**src/rtl/hz_pkg.sv**
```systemverilog
package hz_pkg;

    typedef enum logic [1:0] {
        FWD_RF  = 2'b00,
        FWD_MEM = 2'b01,
        FWD_WB  = 2'b10
    } fwd_sel_e;

    typedef enum logic [1:0] {
        ACT_ADVANCE    = 2'd0,
        ACT_PORT_HOLD  = 2'd1,
        ACT_DATA_STALL = 2'd2,
        ACT_SQUASH     = 2'd3
    } act_e;

endpackage

```
**src/rtl/hz_fwd_pick.sv**
```systemverilog
module hz_fwd_pick
    import hz_pkg::*;
#(
    parameter int REG_W = 4
) (
    input  logic             en,
    input  logic             use_src,
    input  logic [REG_W-1:0] src,
    input  logic             mem_v,
    input  logic             mem_wr,
    input  logic [REG_W-1:0] mem_dst,
    input  logic             wb_v,
    input  logic             wb_wr,
    input  logic [REG_W-1:0] wb_dst,
    output fwd_sel_e         sel
);

    logic hit_mem;
    logic hit_wb;

    always_comb begin
        hit_mem = en && use_src && mem_v && mem_wr && (mem_dst == src);
        hit_wb  = en && use_src && wb_v && wb_wr && (wb_dst == src);
        // the younger producer wins
        if (hit_mem) begin
            sel = FWD_MEM;
        end else if (hit_wb) begin
            sel = FWD_WB;
        end else begin
            sel = FWD_RF;
        end
    end

endmodule

```
**src/rtl/hz_detect.sv**
```systemverilog
module hz_detect
    import hz_pkg::*;
#(
    parameter int REG_W = 4
) (
    input  logic             fwd_en,
    input  logic             mem_shared,
    input  logic             fetch_avail,
    input  logic             z_flag,
    input  logic             id_v,
    input  logic [REG_W-1:0] id_src_a,
    input  logic [REG_W-1:0] id_src_b,
    input  logic             id_use_a,
    input  logic             id_use_b,
    input  logic             ex_v,
    input  logic [REG_W-1:0] ex_dst,
    input  logic             ex_wr,
    input  logic             ex_ld,
    input  logic             ex_br,
    input  logic             ex_ne,
    input  logic             mem_v,
    input  logic [REG_W-1:0] mem_dst,
    input  logic             mem_wr,
    input  logic             mem_ld,
    input  logic             mem_st,
    output act_e             act,
    output logic             stall,
    output logic             flush,
    output logic             fetch_go
);

    logic reads_ex;
    logic reads_mem;
    logic load_use;
    logic no_bypass;
    logic taken;
    logic port_busy;

    function automatic logic needs(input logic ua, input logic [REG_W-1:0] sa,
                                   input logic ub, input logic [REG_W-1:0] sb,
                                   input logic [REG_W-1:0] d);
        return (ua && (sa == d)) || (ub && (sb == d));
    endfunction

    // decision: pick one action per cycle, in priority order
    always_comb begin
        reads_ex  = id_v && needs(id_use_a, id_src_a, id_use_b, id_src_b, ex_dst);
        reads_mem = id_v && needs(id_use_a, id_src_a, id_use_b, id_src_b, mem_dst);
        load_use  = reads_ex && ex_v && ex_wr && ex_ld;
        no_bypass = !fwd_en && ((reads_ex && ex_v && ex_wr) || (reads_mem && mem_v && mem_wr));
        taken     = ex_v && ex_br && (z_flag != ex_ne);
        port_busy = mem_shared && mem_v && (mem_ld || mem_st);

        if (taken) begin
            act = ACT_SQUASH;
        end else if (load_use || no_bypass) begin
            act = ACT_DATA_STALL;
        end else if (port_busy) begin
            act = ACT_PORT_HOLD;
        end else begin
            act = ACT_ADVANCE;
        end
    end

    // outputs per action
    always_comb begin
        stall    = 1'b0;
        flush    = 1'b0;
        fetch_go = 1'b0;
        unique case (act)
            ACT_ADVANCE: begin
                fetch_go = fetch_avail;
            end
            ACT_PORT_HOLD: begin
                fetch_go = 1'b0;
            end
            ACT_DATA_STALL: begin
                stall = 1'b1;
            end
            ACT_SQUASH: begin
                flush    = 1'b1;
                fetch_go = fetch_avail && !port_busy;
            end
        endcase
    end

endmodule

```
**src/rtl/hz_track.sv**
```systemverilog
module hz_track
    import hz_pkg::*;
#(
    parameter int REG_W = 4,
    parameter int CNT_W = 16
) (
    input  logic             clk,
    input  logic             rst_n,
    input  act_e             act,
    input  logic             fetch_go,
    input  logic [REG_W-1:0] id_dst,
    input  logic [REG_W-1:0] id_src_a,
    input  logic [REG_W-1:0] id_src_b,
    input  logic             id_wr,
    input  logic             id_use_a,
    input  logic             id_use_b,
    input  logic             id_ld,
    input  logic             id_st,
    input  logic             id_br,
    input  logic             id_ne,
    output logic             id_v,
    output logic             ex_v,
    output logic [REG_W-1:0] ex_dst,
    output logic [REG_W-1:0] ex_src_a,
    output logic [REG_W-1:0] ex_src_b,
    output logic             ex_wr,
    output logic             ex_use_a,
    output logic             ex_use_b,
    output logic             ex_ld,
    output logic             ex_st,
    output logic             ex_br,
    output logic             ex_ne,
    output logic             mem_v,
    output logic [REG_W-1:0] mem_dst,
    output logic             mem_wr,
    output logic             mem_ld,
    output logic             mem_st,
    output logic             wb_v,
    output logic [REG_W-1:0] wb_dst,
    output logic             wb_wr,
    output logic [CNT_W-1:0] cycle_count
);

    logic id_v_n;
    logic ex_take;

    // next-state selection from the chosen action
    always_comb begin
        id_v_n  = id_v;
        ex_take = 1'b0;
        unique case (act)
            ACT_ADVANCE, ACT_PORT_HOLD: begin
                ex_take = id_v;
                id_v_n  = fetch_go;
            end
            ACT_DATA_STALL: begin
                ex_take = 1'b0;
                id_v_n  = id_v;
            end
            ACT_SQUASH: begin
                ex_take = 1'b0;
                id_v_n  = 1'b0;
            end
        endcase
    end

    // stage register
    always_ff @(posedge clk or negedge rst_n) begin
        if (!rst_n) begin
            id_v        <= 1'b0;
            ex_v        <= 1'b0;
            ex_dst      <= '0;
            ex_src_a    <= '0;
            ex_src_b    <= '0;
            ex_wr       <= 1'b0;
            ex_use_a    <= 1'b0;
            ex_use_b    <= 1'b0;
            ex_ld       <= 1'b0;
            ex_st       <= 1'b0;
            ex_br       <= 1'b0;
            ex_ne       <= 1'b0;
            mem_v       <= 1'b0;
            mem_dst     <= '0;
            mem_wr      <= 1'b0;
            mem_ld      <= 1'b0;
            mem_st      <= 1'b0;
            wb_v        <= 1'b0;
            wb_dst      <= '0;
            wb_wr       <= 1'b0;
            cycle_count <= '0;
        end else begin
            id_v <= id_v_n;
            ex_v <= ex_take;
            if (ex_take) begin
                ex_dst   <= id_dst;
                ex_src_a <= id_src_a;
                ex_src_b <= id_src_b;
                ex_wr    <= id_wr;
                ex_use_a <= id_use_a;
                ex_use_b <= id_use_b;
                ex_ld    <= id_ld;
                ex_st    <= id_st;
                ex_br    <= id_br;
                ex_ne    <= id_ne;
            end
            mem_v       <= ex_v;
            mem_dst     <= ex_dst;
            mem_wr      <= ex_wr;
            mem_ld      <= ex_ld;
            mem_st      <= ex_st;
            wb_v        <= mem_v;
            wb_dst      <= mem_dst;
            wb_wr       <= mem_wr;
            cycle_count <= cycle_count + 1'b1;
        end
    end

    AST_SQUASH_EMPTIES: assert property (@(posedge clk) disable iff (!rst_n)
        (act == ACT_SQUASH) |=> (!id_v && !ex_v));

    AST_STALL_KEEPS_ID: assert property (@(posedge clk) disable iff (!rst_n)
        (act == ACT_DATA_STALL) |=> (id_v && !ex_v));

    AST_WB_FOLLOWS_MEM: assert property (@(posedge clk) disable iff (!rst_n)
        mem_v |=> wb_v);

    AST_CYCLE_STEP: assert property (@(posedge clk) disable iff (!rst_n)
        1'b1 |=> (cycle_count == $past(cycle_count) + 1'b1));

endmodule

```
**src/rtl/pipe_hazard_ctrl.sv**
```systemverilog
module pipe_hazard_ctrl
    import hz_pkg::*;
#(
    parameter int REG_W = 4,
    parameter int CNT_W = 16
) (
    input  logic             clk,
    input  logic             rst_n,
    input  logic             fwd_en,
    input  logic             mem_shared,
    input  logic             fetch_avail,
    input  logic             z_flag,
    input  logic [REG_W-1:0] id_dst,
    input  logic [REG_W-1:0] id_src_a,
    input  logic [REG_W-1:0] id_src_b,
    input  logic             id_wr,
    input  logic             id_use_a,
    input  logic             id_use_b,
    input  logic             id_load,
    input  logic             id_store,
    input  logic             id_branch,
    input  logic             id_br_ne,
    output logic             fetch_go,
    output logic             stall,
    output logic             flush,
    output logic [1:0]       fwd_a,
    output logic [1:0]       fwd_b,
    output logic [3:0]       stage_valid,
    output logic [CNT_W-1:0] cycle_count
);

    localparam int N_OPS = 2;

    act_e             act;
    logic             id_v;
    logic             ex_v, ex_wr, ex_use_a, ex_use_b, ex_ld, ex_st, ex_br, ex_ne;
    logic [REG_W-1:0] ex_dst, ex_src_a, ex_src_b;
    logic             mem_v, mem_wr, mem_ld, mem_st;
    logic [REG_W-1:0] mem_dst;
    logic             wb_v, wb_wr;
    logic [REG_W-1:0] wb_dst;

    logic [REG_W-1:0] op_src [N_OPS];
    logic             op_use [N_OPS];
    fwd_sel_e         op_sel [N_OPS];

    hz_track #(.REG_W(REG_W), .CNT_W(CNT_W)) u_track (
        .clk        (clk),
        .rst_n      (rst_n),
        .act        (act),
        .fetch_go   (fetch_go),
        .id_dst     (id_dst),
        .id_src_a   (id_src_a),
        .id_src_b   (id_src_b),
        .id_wr      (id_wr),
        .id_use_a   (id_use_a),
        .id_use_b   (id_use_b),
        .id_ld      (id_load),
        .id_st      (id_store),
        .id_br      (id_branch),
        .id_ne      (id_br_ne),
        .id_v       (id_v),
        .ex_v       (ex_v),
        .ex_dst     (ex_dst),
        .ex_src_a   (ex_src_a),
        .ex_src_b   (ex_src_b),
        .ex_wr      (ex_wr),
        .ex_use_a   (ex_use_a),
        .ex_use_b   (ex_use_b),
        .ex_ld      (ex_ld),
        .ex_st      (ex_st),
        .ex_br      (ex_br),
        .ex_ne      (ex_ne),
        .mem_v      (mem_v),
        .mem_dst    (mem_dst),
        .mem_wr     (mem_wr),
        .mem_ld     (mem_ld),
        .mem_st     (mem_st),
        .wb_v       (wb_v),
        .wb_dst     (wb_dst),
        .wb_wr      (wb_wr),
        .cycle_count(cycle_count)
    );

    hz_detect #(.REG_W(REG_W)) u_detect (
        .fwd_en     (fwd_en),
        .mem_shared (mem_shared),
        .fetch_avail(fetch_avail),
        .z_flag     (z_flag),
        .id_v       (id_v),
        .id_src_a   (id_src_a),
        .id_src_b   (id_src_b),
        .id_use_a   (id_use_a),
        .id_use_b   (id_use_b),
        .ex_v       (ex_v),
        .ex_dst     (ex_dst),
        .ex_wr      (ex_wr),
        .ex_ld      (ex_ld),
        .ex_br      (ex_br),
        .ex_ne      (ex_ne),
        .mem_v      (mem_v),
        .mem_dst    (mem_dst),
        .mem_wr     (mem_wr),
        .mem_ld     (mem_ld),
        .mem_st     (mem_st),
        .act        (act),
        .stall      (stall),
        .flush      (flush),
        .fetch_go   (fetch_go)
    );

    assign op_src[0] = ex_src_a;
    assign op_src[1] = ex_src_b;
    assign op_use[0] = ex_use_a;
    assign op_use[1] = ex_use_b;

    for (genvar g = 0; g < N_OPS; g++) begin : g_op
        hz_fwd_pick #(.REG_W(REG_W)) u_pick (
            .en     (fwd_en),
            .use_src(op_use[g] && ex_v),
            .src    (op_src[g]),
            .mem_v  (mem_v),
            .mem_wr (mem_wr),
            .mem_dst(mem_dst),
            .wb_v   (wb_v),
            .wb_wr  (wb_wr),
            .wb_dst (wb_dst),
            .sel    (op_sel[g])
        );
    end

    assign fwd_a       = op_sel[0];
    assign fwd_b       = op_sel[1];
    assign stage_valid = {wb_v, mem_v, ex_v, id_v};

    AST_PORT_BLOCKS_FETCH: assert property (@(posedge clk) disable iff (!rst_n)
        (mem_shared && mem_v && (mem_ld || mem_st)) |-> !fetch_go);

    AST_LOAD_NOT_FROM_MEM: assert property (@(posedge clk) disable iff (!rst_n)
        (mem_v && mem_ld) |-> (fwd_a != FWD_MEM && fwd_b != FWD_MEM));

    AST_BYPASS_OFF_QUIET: assert property (@(posedge clk) disable iff (!rst_n)
        !fwd_en |-> (fwd_a == FWD_RF && fwd_b == FWD_RF));

    AST_FLUSH_NEEDS_BRANCH: assert property (@(posedge clk) disable iff (!rst_n)
        flush |-> (ex_v && ex_br));

endmodule

```
**config.mk**
```make
export PLATFORM = sky130hd
export DESIGN_NAME = pipe_hazard_ctrl
export DESIGN_NICKNAME = d
export VERILOG_FILES = /design/src/rtl/hz_pkg.sv /design/src/rtl/hz_fwd_pick.sv /design/src/rtl/hz_detect.sv /design/src/rtl/hz_track.sv /design/src/rtl/pipe_hazard_ctrl.sv
export SDC_FILE = /design/constraint.sdc
export NUM_CORES = 1
export LEC_CHECK = 0
export ABC_AREA = 1
export BUFFER_PORTS_ARGS = -buffer_cell sky130_fd_sc_hd__buf_4
export CORE_MARGIN = 8
export CORE_UTILIZATION = 54
export DETAILED_ROUTE_END_ITERATION = 16
export PLACE_DENSITY = 0.78
export SLEW_MARGIN = 30
export SYNTH_ARGS = -nofsm -noshare
export SYNTH_HDL_FRONTEND = slang
export SYNTH_SLANG_ARGS = --single-unit
export TNS_END_PERCENT = 30
```
**constraint.sdc**
```tcl
create_clock -name clk -period 2.2 [get_ports clk]
set_input_delay 0.11 -clock clk [delete_from_list [all_inputs] [get_ports clk]]
set_output_delay 0.11 -clock clk [all_outputs]
set_load 0.02 [all_outputs]
```
==> out/results.ini <==
[finish]
layout_commonest_cell=nand2_1
diodes=0
final_cell_area_sq_um=3270
seq_area_sq_um=1280
syn_to_final_growth_pct=25.1
multi_input_area_sq_um=1170
layout_common_cells=nand2_1, buf_4, dfrtp_1
nNetsFinal=398
drive_gt1_frac=0.278
n_fill_cell=389

[place]
port_buffers=51
hpwl_mm=4.41
gp_congestion=0.898
placed_area_sq_um=2990

[global_route]
busiest_layer=met2
antenna_found_initial=0
grt_pass1_wl_mm=10.2
grt_overflow=0
first_global_vias=2305
met3_usage=0.0516
grt_use_met2=0.295
globalRouteMet1Util=0.200
grt_use_total=0.173
grt_max_degree=52

[pwr]
p_seq_frac=0.434
internal_power_mw=2.24
vdd_drop_max_mv=0.535
p_leak_nw=1.72
p_total_mw=3.65
sw_frac_of_total=0.386
power_density_nw_per_um2=1110
clkPwrFrac=0.188
power_frac_comb=0.377
p_switching_mw=1.41

[floorplan]
dieHeight_um=85.6
die_w_um=85.6
ios=52
rows=25
die_area_sq_um=7330
start_util=0.558
core-area_sq_um=4690

[yosys]
synth_warnings=0
syn_area_sq_um=2620
syn_inst=309
syn_nets=338
yosysUniqueCellTypes=34
syn-mean-instance-area_sq_um=8.47
synth_seq_cells=51
ys_seq_area_frac=0.488

[clocking]
cts-buffers-inserted=5
clock_latency_ns=0.31
cts_tree=done
clock-root-buffer=clkbuf_8
clock-sinks=51
clk_pin_slew_ns=0.10
htree_levels=2
clk_path_buf_depth=2

[critical_path]
critPathKind=reg2out
rrSetupSlack_ns=-0.01
crit_start=u_track.mem_dst[1]
end_kind=primary output
worst_setup_path_start_kind=flop
r2r-start=u_track.mem_dst[1]
rr_endpoint=u_track.id_v
worstRegToRegCells=17
cp.required_ns=2.09
cp.arrival_ns=2.29
cp_max_fo=5

[worst_hold_path]
hold_class=in2reg
min-delay-start=id_dst[1]
holdPathEnd=u_track.ex_dst[1]
holdPathStages=3

[sta]
final_hold_viol_count=0
tightest_slew_ns=0.627
slew_headroom=0.582
max_freq_mhz=417
whs_ns=0.0427
post-route-min-period_ns=2.40
setup_ws_ns=-0.195
finalCritPeriodShare=1.09
slew_violations=0
tns_ns=-0.207
rsz0062_at_grt=true
setup_violations=2
finClkSkew_ns=0.00879

[detailed_routing]
drt-initial-drc-count=134
via_per_inst=5.36
wl_mm=6.12
postRouteAntennaNets=0
num_vias=2273
drt_pass1_iterations=4
drt-wirelength-per-cell_um=14.4
drt_drc_violations_left=0

[run_status]
status=complete, but fails checks
violations=setup timing

[run]
drv_cap=0

worst max-delay path by stage:
stage	endpoint	cells after the start	slack, ns
3_5_place_dp	fetch_go	14	0.12
5_1_grt	fetch_go	14	-0.33
2_1_floorplan	u_track.id_v	15	0.13
6_report	fetch_go	14	-0.20
4_1_cts	fetch_go	13	-0.11
3_3_place_gp	fetch_go	14	0.15
kinds of logic (layout without fill, tap and decap cells):
| group | Yosys count | after routing | share of synthesized area |
|---|---|---|---|
| simple gates | 166 | 166 | 0.286 |
| flops | 51 | 51 | 0.488 |
| buf+inv | 48 | 109 | 0.0927 |
| compound gates | 20 | 20 | 0.0473 |
| xor+xnor | 20 | 20 | 0.0669 |
| fa+ha+maj | 4 | 4 | 0.0191 |
cells in the mapped netlist (all sizes together):
cell / count / area [sq um]
a211oi: 4 / 30.0
a21oi: 5 / 25.0
a221oi: 1 / 8.76
buf: 13 / 109
dfrtp: 51 / 1280
ha: 4 / 50.1
inv: 35 / 134
nand2: 100 / 385
nand3: 11 / 55.1
nand3b: 1 / 7.51
nand4: 23 / 156
nor2: 25 / 106
nor3: 2 / 10.0
nor3b: 1 / 7.51
nor4: 1 / 6.26
o211ai: 1 / 7.51
o21ai: 5 / 25.0
o221ai: 1 / 8.76
o22ai: 3 / 18.8
or2: 2 / 15.0
xnor2: 10 / 87.6
xor2: 10 / 87.6
sequential cells by signal (all words and copies together), names as in the netlist, 4 cells and up:
register	flops
u_track.cycle_count	16
u_track.ex_dst	4
u_track.ex_src_a	4
u_track.ex_src_b	4
u_track.mem_dst	4
u_track.wb_dst	4
cell type report:
| cell class | instances | share of cell area |
|---|---|---|
| Inverter | 35 | 0.0417 |
| Tap cell | 54 | 0.0206 |
| Clock buffer | 6 | 0.0252 |
| Multi-Input combinational cell | 210 | 0.358 |
| Sequential cell | 51 | 0.391 |
| Clock inverter | 2 | 0.0118 |
| Timing Repair Buffer | 66 | 0.152 |
power by group through the flow:
stage                     logic (mW)  registers [mW]  clock network, mW
after global routing            1.56            1.65              0.733
after floorplan                0.958            1.49                  0
after detailed placement        1.16            1.60                  0
after global placement          1.13            1.59                  0
final                           1.38            1.58              0.687
after CTS                       1.30            1.58              0.699
timing repair:
action	in CTS	in global routing
endpoints found under the setup margin	1	4
resized for setup	10	13
pin swaps	4	8
setup buffers	9	1
hold buffers	1	0
hold endpoints to repair	51	0
critical path, stage by stage, from the launching register on:
cell and delay (ns):
dfrtp_2 0.45, buf_4 0.15, o21ai_2 0.12, inv_1 0.05
nand3_1 0.07, nand2_1 0.07, nand2_2 0.10, nand2_4 0.08
nand2_4 0.09, nand2_2 0.10, inv_1 0.14, ha_4 0.14
a21oi_2 0.03, nor3b_2 0.19, buf_4 0.18
through the flow:
step | worst slack (ns) | std cells | util
6_report | -0.195 | 424 | 0.698
2_1_floorplan | 0.132 | 309 | -
4_1_cts | -0.114 | 423 | 0.684
3_3_place_gp | 0.154 | 405 | 0.638
5_1_grt | -0.327 | 424 | 0.698
3_5_place_dp | 0.121 | 405 | 0.638
routing by layer:
| layer | wire length [um] | vias to the layer above |
|---|---|---|
| met3 | 437 | 13 |
| met4 | 124 | 0 |
| li1 | - | 1110 |
| met2 | 3030 | 77 |
| met1 | 2530 | 1073 |
| met5 | 0 | - |
No activity file was read; power rests on OpenSTA's default activity.
